File: src/rtl/aper_pkg.sv
package aper_pkg;

    localparam logic [11:0] OFS_MEMSIZE = 12'h0F8;
    localparam logic [11:0] OFS_BASE0   = 12'h100;
    localparam logic [11:0] OFS_BASE1   = 12'h104;
    localparam logic [11:0] OFS_WINSIZE = 12'h108;
    localparam logic [11:0] OFS_REGBASE = 12'h10C;
    localparam logic [11:0] OFS_REGSIZE = 12'h110;
    localparam logic [11:0] OFS_AGPOFS  = 12'h118;
    localparam logic [11:0] OFS_ORDER   = 12'h11C;
    localparam logic [11:0] OFS_PATH    = 12'h130;
    localparam int          PATH_MODE_BIT = 23;

    function automatic logic [31:0] lane_mask(input logic [3:0] be);
        logic [31:0] m;
        for (int i = 0; i < 4; i++) m[i*8 +: 8] = {8{be[i]}};
        return m;
    endfunction

    function automatic logic [31:0] lane_merge(input logic [31:0] old_v,
                                               input logic [31:0] new_v,
                                               input logic [3:0]  be);
        logic [31:0] m;
        m = lane_mask(be);
        return (old_v & ~m) | (new_v & m);
    endfunction

endpackage

File: src/rtl/aper_swap.sv
module aper_swap #(
    parameter int LANES = 4
) (
    input  logic [LANES*8-1:0] din,
    input  logic               en,
    output logic [LANES*8-1:0] dout
);
    logic [LANES*8-1:0] rev;

    for (genvar i = 0; i < LANES; i++) begin : g_lane
        assign rev[i*8 +: 8] = din[(LANES-1-i)*8 +: 8];
    end

    assign dout = en ? rev : din;
endmodule

File: src/rtl/aper_decode.sv
module aper_decode #(
    parameter int          IDX       = 0,
    parameter int          AW        = 32,
    parameter logic [31:0] APER_SIZE = 32'h0200_0000
) (
    input  logic [AW-1:0] off,
    input  logic [AW-1:0] fb_start,
    input  logic          stack,
    input  logic [AW-1:0] memsize,
    input  logic [AW-1:0] agp_off,
    output logic [AW-1:0] addr,
    output logic          err,
    output logic          agp
);
    localparam logic [AW-1:0] SIZE_W = AW'(APER_SIZE);

    logic out_of_win;
    logic in_gap;

    always_comb begin
        out_of_win = (off >= SIZE_W);
        in_gap     = (off >= memsize) && (off < agp_off);
        err        = out_of_win || in_gap;
        agp        = !err && (off >= agp_off);
        if (IDX == 1) begin
            addr = fb_start + off + (stack ? SIZE_W : '0);
        end else begin
            addr = fb_start + off;
        end
    end
endmodule

File: src/rtl/aper_cfg.sv
module aper_cfg
    import aper_pkg::*;
#(
    parameter logic [31:0] APER_SIZE = 32'h0200_0000,
    parameter logic [31:0] MEM_RST   = 32'h0100_0000,
    parameter logic [31:0] AGP_RST   = 32'h0180_0000,
    parameter logic [31:0] REG_WIN   = 32'h0000_4000
) (
    input  logic        clk,
    input  logic        rst_n,
    input  logic        rd,
    input  logic        wr,
    input  logic [11:0] addr,
    input  logic [3:0]  be,
    input  logic [31:0] wdata,
    input  logic [31:0] bar_ap0,
    input  logic [31:0] bar_ap1,
    input  logic [31:0] bar_reg,
    output logic        rvalid,
    output logic [31:0] rdata,
    output logic        stack,
    output logic [1:0]  order,
    output logic [31:0] memsize,
    output logic [31:0] agp_off
);
    localparam logic [31:0] SIZE_FIELD = APER_SIZE & 32'h03FF_FFFF & ~32'h01FF_FFFF;

    typedef struct packed {
        logic        stack;
        logic [1:0]  order;
        logic [31:0] memsize;
        logic [31:0] agp_off;
        logic        rvalid;
        logic [31:0] rdata;
    } cfg_t;

    cfg_t s_d, s_q;
    logic [31:0] word;
    logic [31:0] path_word;
    logic [31:0] merged;

    always_comb begin
        path_word = '0;
        path_word[PATH_MODE_BIT] = s_q.stack;
        case (addr)
            OFS_MEMSIZE: word = s_q.memsize;
            OFS_BASE0:   word = bar_ap0 & 32'hFFFF_FFF0;
            OFS_BASE1:   word = bar_ap1 & 32'hFFFF_FFF0;
            OFS_WINSIZE: word = SIZE_FIELD;
            OFS_REGBASE: word = bar_reg & 32'hFFFF_FFF0;
            OFS_REGSIZE: word = REG_WIN;
            OFS_AGPOFS:  word = s_q.agp_off;
            OFS_ORDER:   word = {30'b0, s_q.order};
            OFS_PATH:    word = path_word;
            default:     word = '0;
        endcase
        merged = lane_merge(word, wdata, be);

        s_d        = s_q;
        s_d.rvalid = rd;
        s_d.rdata  = rd ? (word & lane_mask(be)) : '0;
        if (wr) begin
            case (addr)
                OFS_MEMSIZE: s_d.memsize = merged;
                OFS_AGPOFS:  s_d.agp_off = merged;
                OFS_ORDER:   s_d.order   = merged[1:0];
                OFS_PATH:    s_d.stack   = merged[PATH_MODE_BIT];
                default:     ;
            endcase
        end
    end

    always_ff @(posedge clk) begin
        if (!rst_n) begin
            s_q.stack   <= 1'b0;
            s_q.order   <= 2'b00;
            s_q.memsize <= MEM_RST;
            s_q.agp_off <= AGP_RST;
            s_q.rvalid  <= 1'b0;
            s_q.rdata   <= '0;
        end else begin
            s_q <= s_d;
        end
    end

    assign rvalid  = s_q.rvalid;
    assign rdata   = s_q.rdata;
    assign stack   = s_q.stack;
    assign order   = s_q.order;
    assign memsize = s_q.memsize;
    assign agp_off = s_q.agp_off;
endmodule

File: src/rtl/aper_xlate.sv
module aper_xlate #(
    parameter logic [31:0] APER_SIZE = 32'h0200_0000,
    parameter logic [31:0] MEM_RST   = 32'h0100_0000,
    parameter logic [31:0] AGP_RST   = 32'h0180_0000,
    parameter logic [31:0] REG_WIN   = 32'h0000_4000
) (
    input  logic        clk,
    input  logic        rst_n,
    input  logic [31:0] fb_start,
    input  logic [31:0] bar_ap0,
    input  logic [31:0] bar_ap1,
    input  logic [31:0] bar_reg,
    input  logic        h_req,
    input  logic        h_sel,
    input  logic        h_we,
    input  logic [31:0] h_off,
    input  logic [31:0] h_wdata,
    output logic        mc_req,
    output logic        mc_we,
    output logic [31:0] mc_addr,
    output logic [31:0] mc_wdata,
    output logic        mc_agp,
    output logic        h_err,
    input  logic        mc_rvalid,
    input  logic        mc_rsel,
    input  logic [31:0] mc_rdata,
    output logic        h_rvalid,
    output logic [31:0] h_rdata,
    input  logic        cfg_rd,
    input  logic        cfg_wr,
    input  logic [11:0] cfg_addr,
    input  logic [3:0]  cfg_be,
    input  logic [31:0] cfg_wdata,
    output logic        cfg_rvalid,
    output logic [31:0] cfg_rdata
);
    localparam int NAP = 2;
    localparam int AW  = 32;

    typedef struct packed {
        logic          mc_req;
        logic          mc_we;
        logic [AW-1:0] mc_addr;
        logic [31:0]   mc_wdata;
        logic          mc_agp;
        logic          h_err;
        logic          h_rvalid;
        logic [31:0]   h_rdata;
    } out_t;

    out_t s_d, s_q;

    logic          stack;
    logic [1:0]    order;
    logic [31:0]   memsize;
    logic [31:0]   agp_off;
    logic [AW-1:0] dec_addr [NAP];
    logic [NAP-1:0] dec_err;
    logic [NAP-1:0] dec_agp;
    logic [31:0]   wdata_sw;
    logic [31:0]   rdata_sw;

    aper_cfg #(
        .APER_SIZE(APER_SIZE), .MEM_RST(MEM_RST),
        .AGP_RST(AGP_RST), .REG_WIN(REG_WIN)
    ) u_cfg (
        .clk(clk), .rst_n(rst_n), .rd(cfg_rd), .wr(cfg_wr),
        .addr(cfg_addr), .be(cfg_be), .wdata(cfg_wdata),
        .bar_ap0(bar_ap0), .bar_ap1(bar_ap1), .bar_reg(bar_reg),
        .rvalid(cfg_rvalid), .rdata(cfg_rdata),
        .stack(stack), .order(order), .memsize(memsize), .agp_off(agp_off)
    );

    for (genvar a = 0; a < NAP; a++) begin : g_ap
        aper_decode #(.IDX(a), .AW(AW), .APER_SIZE(APER_SIZE)) u_dec (
            .off(h_off), .fb_start(fb_start), .stack(stack),
            .memsize(memsize), .agp_off(agp_off),
            .addr(dec_addr[a]), .err(dec_err[a]), .agp(dec_agp[a])
        );
    end

    aper_swap #(.LANES(4)) u_wswap (
        .din(h_wdata), .en(order[h_sel]), .dout(wdata_sw)
    );
    aper_swap #(.LANES(4)) u_rswap (
        .din(mc_rdata), .en(order[mc_rsel]), .dout(rdata_sw)
    );

    always_comb begin
        s_d          = s_q;
        s_d.mc_req   = h_req && !dec_err[h_sel];
        s_d.h_err    = h_req && dec_err[h_sel];
        s_d.mc_we    = h_req && !dec_err[h_sel] && h_we;
        s_d.mc_agp   = h_req && dec_agp[h_sel];
        if (h_req && !dec_err[h_sel]) begin
            s_d.mc_addr  = dec_addr[h_sel];
            s_d.mc_wdata = wdata_sw;
        end
        s_d.h_rvalid = mc_rvalid;
        if (mc_rvalid) s_d.h_rdata = rdata_sw;
    end

    always_ff @(posedge clk) begin
        if (!rst_n) begin
            s_q <= '0;
        end else begin
            s_q <= s_d;
        end
    end

    assign mc_req   = s_q.mc_req;
    assign mc_we    = s_q.mc_we;
    assign mc_addr  = s_q.mc_addr;
    assign mc_wdata = s_q.mc_wdata;
    assign mc_agp   = s_q.mc_agp;
    assign h_err    = s_q.h_err;
    assign h_rvalid = s_q.h_rvalid;
    assign h_rdata  = s_q.h_rdata;
endmodule

File: config.mk
export PLATFORM = sky130hd
export DESIGN_NAME = aper_xlate
export DESIGN_NICKNAME = d
export VERILOG_FILES = /design/src/rtl/aper_pkg.sv /design/src/rtl/aper_swap.sv /design/src/rtl/aper_decode.sv /design/src/rtl/aper_cfg.sv /design/src/rtl/aper_xlate.sv
export SDC_FILE = /design/constraint.sdc
export NUM_CORES = 1
export LEC_CHECK = 0
export BUFFER_PORTS_ARGS = -buffer_cell sky130_fd_sc_hd__buf_4
export CORE_UTILIZATION = 45
export DETAILED_ROUTE_END_ITERATION = 7
export PLACE_DENSITY = 0.69
export SYNTH_ARGS = -nofsm -noshare
export SYNTH_HDL_FRONTEND = slang
export SYNTH_HIERARCHICAL = 1
export SYNTH_SLANG_ARGS = --single-unit
export TNS_END_PERCENT = 50
File: constraint.sdc
create_clock -name clk -period 7.5 [get_ports clk]
set_input_delay 1.5 -clock clk [delete_from_list [all_inputs] [get_ports clk]]
set_output_delay 1.5 -clock clk [all_outputs]
set_load 0.02 [all_outputs]
---- After elaboration in Yosys (flattened, before gate mapping) ----
Index checks and enable logic that the tools add are counted.
operators by class
  $add $sub $neg .......................... 2
  multipliers ............................. 0
  div/mod/pow operators ................... 0
  $lt $le $gt $ge ......................... 7
  eq/ne operators ......................... 9
  shifts and indexed selects .............. 0
  mux-type cells .......................... 13
  bitwise gates (word level) .............. 6
  reduce and logical (&&, ||, !) cells .... 14
operators with widths
  kind                                                         count
  one-hot mux 32 bit (9 select lines)                          1
  2-to-1 mux 32 bit                                            5
  AND 32 bit                                                   3
  == test 12 x 9 -> 1 bit (second input constant)              8
  adder 32 bit                                                 2
  >= comparator 32 bit                                         2
  >= comparator 32 x 26 -> 1 bit (second input constant)       1
  less-than comparator 32 bit                                  1
  inverter 32 bit                                              1
  OR 32 bit                                                    1
  2-to-1 mux 26 bit                                            1
  == test 12 x 8 -> 1 bit (second input constant)              1
  AND reduction 2 bit                                          5
  logical AND 1 bit                                            6
  2-to-1 mux 1 bit                                             6
  less-than comparator 1 x 2 -> 1 bit (second input constant)  2
  >= comparator 2 bit (second input constant)                  1
  logical NOT 1 bit                                            2
  inverter 1 -> 2 bit                                          1
  logical OR 1 bit                                             1
word-level totals
  bits in registers ....................... 201
  latch bits .............................. 0
  RAM bits ................................ 0
  bits in read-only memories .............. 0
  input port bits ......................... 281
  logic and storage cells ................. 65
  memories kept ........................... 0

---- Logic depth before layout (Yosys ltp) ----
  depth in word-level cells ............... 7
  depth in mapped cells ................... 14
  mapped depth without buffers ............ 13

---- By module ----
Netlist, hierarchy kept.
by module, submodules not included
  module                        times used  cells each  area each (um^2)
  aper_cfg                      1           628         5168.7
  aper_xlate                    1           404         4209.0
  aper_decode at g_ap[1].u_dec  1           497         3793.6
  aper_decode at g_ap[0].u_dec  1           461         3432.0
  aper_swap                     2           36          544.3

---- Least setup slack after synthesis ----
Ideal clock, no wire load.
  path type ............................... in2reg
  start point ............................. in fb_start[1]
  end point ............................... reg s_q (netlist bit mc_addr[27])
  arrival ................................. 4108 ps
  required time ........................... 7384 ps
  slack ................................... 3276 ps
  stages on the path ...................... 13
  path buffers ............................ 0
  path through ............................ ha_1 > ha_1 > fa_1 > a21oi_1 > o22ai_1 > o31ai_2 > or4_4 > a31oi_4 > or4_1 > o211a_1 > mux2i_1 > nand3_1 > o211a_1
RTL lines
  item                  line               text
  start, declared       aper_xlate.sv:9    input logic [31:0] fb_start,
  end signal, assigned  aper_xlate.sv:105  s_q <= '0;
  end signal, assigned  aper_xlate.sv:107  s_q <= s_d;
  end, declared         aper_xlate.sv:51   out_t s_d, s_q;

---- Final worst setup path ----
  start point ............................. in h_off[0]
  end point ............................... reg s_q (netlist bit mc_wdata[4])
between the ends
  word-level cells in the longest chain between the ends .. 6
ends and longest elaborated chain
  item                                                                        line               text
  start, declared                                                             aper_xlate.sv:16   input logic [31:0] h_off,
  >= comparator 32 bit / less-than comparator 32 bit (equally long branches)  aper_decode.sv:22  in_gap = (off >= memsize) && (off < agp_off);
  logical AND 1 bit                                                           aper_decode.sv:22
  logical OR 1 bit (*)                                                        aper_decode.sv:23  err = out_of_win || in_gap;
  named net dec_err[0]                                                        aper_xlate.sv:58   logic [NAP-1:0] dec_err;
  2-to-1 mux 1 bit (not written as such) (*)                                  aper_xlate.sv:95   if (h_req && !dec_err[h_sel]) begin
  logical NOT 1 bit (*)                                                       aper_xlate.sv:95
  logical AND 1 bit (*)                                                       aper_xlate.sv:95
Mark *: on every way through the listed nets, which the timed path passes. The rest lies on a longest branch. The select of a mux whose other input is x is not followed.
A chain may end at the register's enable or synchronous reset.

==> impl_metrics.csv <==
group,metric,value,unit
die,rows,72,
final_layout,drive_above_1_share,24.1,%
setup_path,cp-start-kind,"primary input",
setup_path,rrSetupSlack,3.42,ns
setup_path,path_max_fanout,35,
die,die_area,40100,um^2
global_routing,grt_pass1_wl,91700,um
clocking,clk_pin_slew,0.06,ns
routing,drt_iter0_drc,1226,
die,die_y,200,um
setup_path,critPathTopFamily,"compound AO/OA/AOI/OAI gates",
setup_path,worstSetupPathDepth,15,
logic_synthesis,synth_xor_area_share,2.77,%
logic_synthesis,avgSynthCellArea,8.58,um^2
routing,dr_total_vias,16900,
die,fp.dieW,200,um
die,core,38700,um^2
timing,slew_headroom,18.2,%
clocking,clk_latency,0.52,ns
final_layout,fillerInstances,3566,
routing,wl_per_cell,20.2,um
timing,timing.final.crit_share,64.0,%
power,p_leak,9.81,nW
setup_path,cp.arrival,5.24,ns
run_status,status,"finished clean",
setup_path,r2r_cells,14,
timing,rsz0062_at_grt,"no",
logic_synthesis,synth_nets,2565,
setup_path,cp_num_buf_inv,4,
clocking,cts_tree,"yes",
global_routing,overflow,0,
power,power_density,143,nW/um^2
logic_synthesis,synth-main-ff-cell,"dfxtp_1",
logic_synthesis,yosysWarningCount,6,
routing,drt_wl_total,59100,um
logic_synthesis,synthMuxAreaShare,12.0,%
final_layout,seq_area,4020,um^2
clocking,ctsLongestPathBuffers,3,
timing,tns,0,ns
timing,tightest_slew,1.22,ns
logic_synthesis,synthesis.area,17700,um^2
clocking,root_buffer,"clkbuf_16",
setup_path,cp_slowest_cell,"and2_2",
setup_path,critPathMaxStageDelay,0.58,ns
logic_synthesis,synthDistinctLibCells,104,
global_routing,track_usage,28.4,%
place,post-dp-hpwl,47800,um
setup_path,crit_type,"in2reg",
setup_path,path_common_cell,"buf_4",
global_routing,grt_pass1_vias,16900,
clocking,cts_made_buffers,23,
routing,drt_first_pass_iters,6,
setup_path,crit_path_cell_trace,"buf_4 > inv_1 > ha_1 > nand2b_1 > a21o_1 > a211oi_1 > o41ai_1 > o311ai_1 > nand2_1 > a21bo_2 > mux2i_4 > buf_4 > and2_2 > buf_4 > mux2i_1",
clocking,cts_hold_buf,0,
final_layout,antenna_cells,0,
clocking,postCtsResizedCells,0,
logic_synthesis,synthSimpleGateAreaFrac,17.1,%
clocking,post_cts_buffers,0,
place,post-place-ws,2.18,ns
routing,post-route-drc-count,0,
clocking,cts.sinks,201,
logic_synthesis,ys_ff_latch,201,
routing,ant_nets,0,
global_routing,grt_max_degree,108,
timing,drv_slew,0,
setup_path,crit_end,"mc_wdata[4]",
final_layout,nets,2891,
global_routing,antenna_found_initial,0,
logic_synthesis,yosysSeqAreaShare,22.7,%
timing,setup_viol,0,
logic_synthesis,synthCells,2062,
final_layout,multi_input_area,12400,um^2
setup_path,crit_start,"h_off[0]",
setup_path,crit_path_end_kind,"flip-flop",
clocking,htreeDepth,1,
logic_synthesis,synth_top_family_by_area,"compound AO/OA/AOI/OAI gates",
timing,worst_slack,2.70,ns
timing,finalHoldViolCount,0,
final_layout,syn_to_final_growth,21.7,%
timing,period_needed,4.80,ns
logic_synthesis,synth-compound-area-share,22.5,%
job,drv_cap,0,
place,portBuffers,402,
hold_path,min_path_type,"reg2reg",
setup_path,reg2reg_from,"u_cfg/memsize[9]",
timing,clock-skew-final,0.0127,ns
die,start_util,45.7,%
logic_synthesis,synthAdderAreaFrac,15.8,%
power,ir_drop,0.111,mV
setup_path,r2r-end,"mc_wdata[4]",
routing,vias_per_cell,5.78,
place,place.gp.congestion,0.949,
logic_synthesis,synth_edf_count,0,
setup_path,crit_required,7.94,ns
die,boundaryPins,415,
timing,fmax,208,MHz
logic_synthesis,synthArstFlopShare,0,%
==> flip-flops by register name, summed over array words and instances, names as in the netlist <==
name / cells
mc_agp: 1
u_cfg/stack: 1
mc_addr: 32
u_cfg/rvalid: 1
u_cfg/agp_off: 32
u_cfg/rdata: 32
u_cfg/memsize: 32
mc_req: 1
h_err: 1
u_cfg/order: 2
mc_we: 1
h_rvalid: 1
mc_wdata: 32
h_rdata: 32
==> where the power goes <==
part	total (W)	internal, W	leakage (nW)	switching, W
Combinational	0.000878	0.000399	7.81	0.000479
Sequential	0.00109	0.00108	1.63	0.00000631
Clock	0.00112	0.000667	0.371	0.000451
==> cell type report <==
class                           count  share of cell area (%)
Inverter                          160                    2.79
Timing Repair Buffer              411                    14.4
Sequential cell                   201                    18.7
Tap cell                          518                    3.01
Clock inverter                      5                   0.250
Clock buffer                       36                    3.23
Multi-Input combinational cell   1591                    57.7
==> worst min-delay path, cell delays in order, from the launching register on <==
cell     delay [ns]
dfxtp_1        0.31
nand2_1        0.05
mux2i_1        0.05
==> per-layer routing <==
layer | share of wire [%] | track usage [%] | up-vias
met4 | 3.7 | 10.5 | 0
li1 | - | - | 8213
met3 | 6.5 | 4.21 | 107
met2 | 47 | 49.3 | 686
met1 | 43 | 35.5 | 7878
met5 | 0 | 0 | -
==> how the worst min path moves through the flow <==
stage	slack [ns]	from	cells past startpoint	to
after floorplan	0.45	u_cfg/order[0]	2	u_cfg/order[0]
after detailed placement	0.45	mc_wdata[27]	2	mc_wdata[27]
after global placement	0.44	mc_wdata[0]	2	mc_wdata[0]
after CTS	0.46	mc_wdata[27]	2	mc_wdata[27]
after global routing	0.47	mc_wdata[0]	2	mc_wdata[0]
final	0.46	mc_wdata[27]	2	mc_wdata[27]
==> synth_stat cells, drive strengths merged, types with 39 or more instances <==
cell / count / share of area (%)
nand3: 119 / 3.4
buf: 51 / 2.4
ha: 219 / 15
mux2: 77 / 6.2
nor2b: 47 / 1.7
clkbuf: 59 / 1.3
dfxtp: 201 / 23
mux2i: 102 / 5.8
nand2: 145 / 3.1
nor2: 112 / 2.4
a21o: 95 / 4.0
a21oi: 108 / 3.2
inv: 160 / 3.4
o21ai: 88 / 2.6
nand4: 39 / 1.4
==> layout by cell type, fill, tap and decap left out, drive strengths merged, types with 39 or more instances in the layout <==
cell   netlist  routed
a21oi      108     108
nor2b       47      47
mux2        77      77
a21o        95      95
mux2i      102     102
nand2      145     145
buf         51     411
inv        160     160
o21ai       88      88
dfxtp      201     201
nand3      119     119
ha         219     219
nand4       39      39
nor2       112     112
==> cells by family (layout without fill, tap and decap cells) <==
logic type,count (synthesis),count (layout)
buf+inv,270,612
xor+xnor,56,56
flops,201,201
compound gates,543,543
mux,179,179
fa+ha+maj,222,222
simple gates,591,591
==> stage by stage <==
step	power, W	std cells	cell area (um^2)	hold slack (ns)	util [%]
final	0.00308	2922	21500	0.459	55.6
after global routing	0.00322	2922	21500	0.474	55.6
after CTS	0.00310	2922	21500	0.460	55.6
after detailed placement	0.00198	2881	20800	0.452	53.6
after global placement	0.00196	2881	20800	0.443	53.6
after floorplan	0.00168	2062	17700	0.454	-
Power figures use the tool's default switching activity.
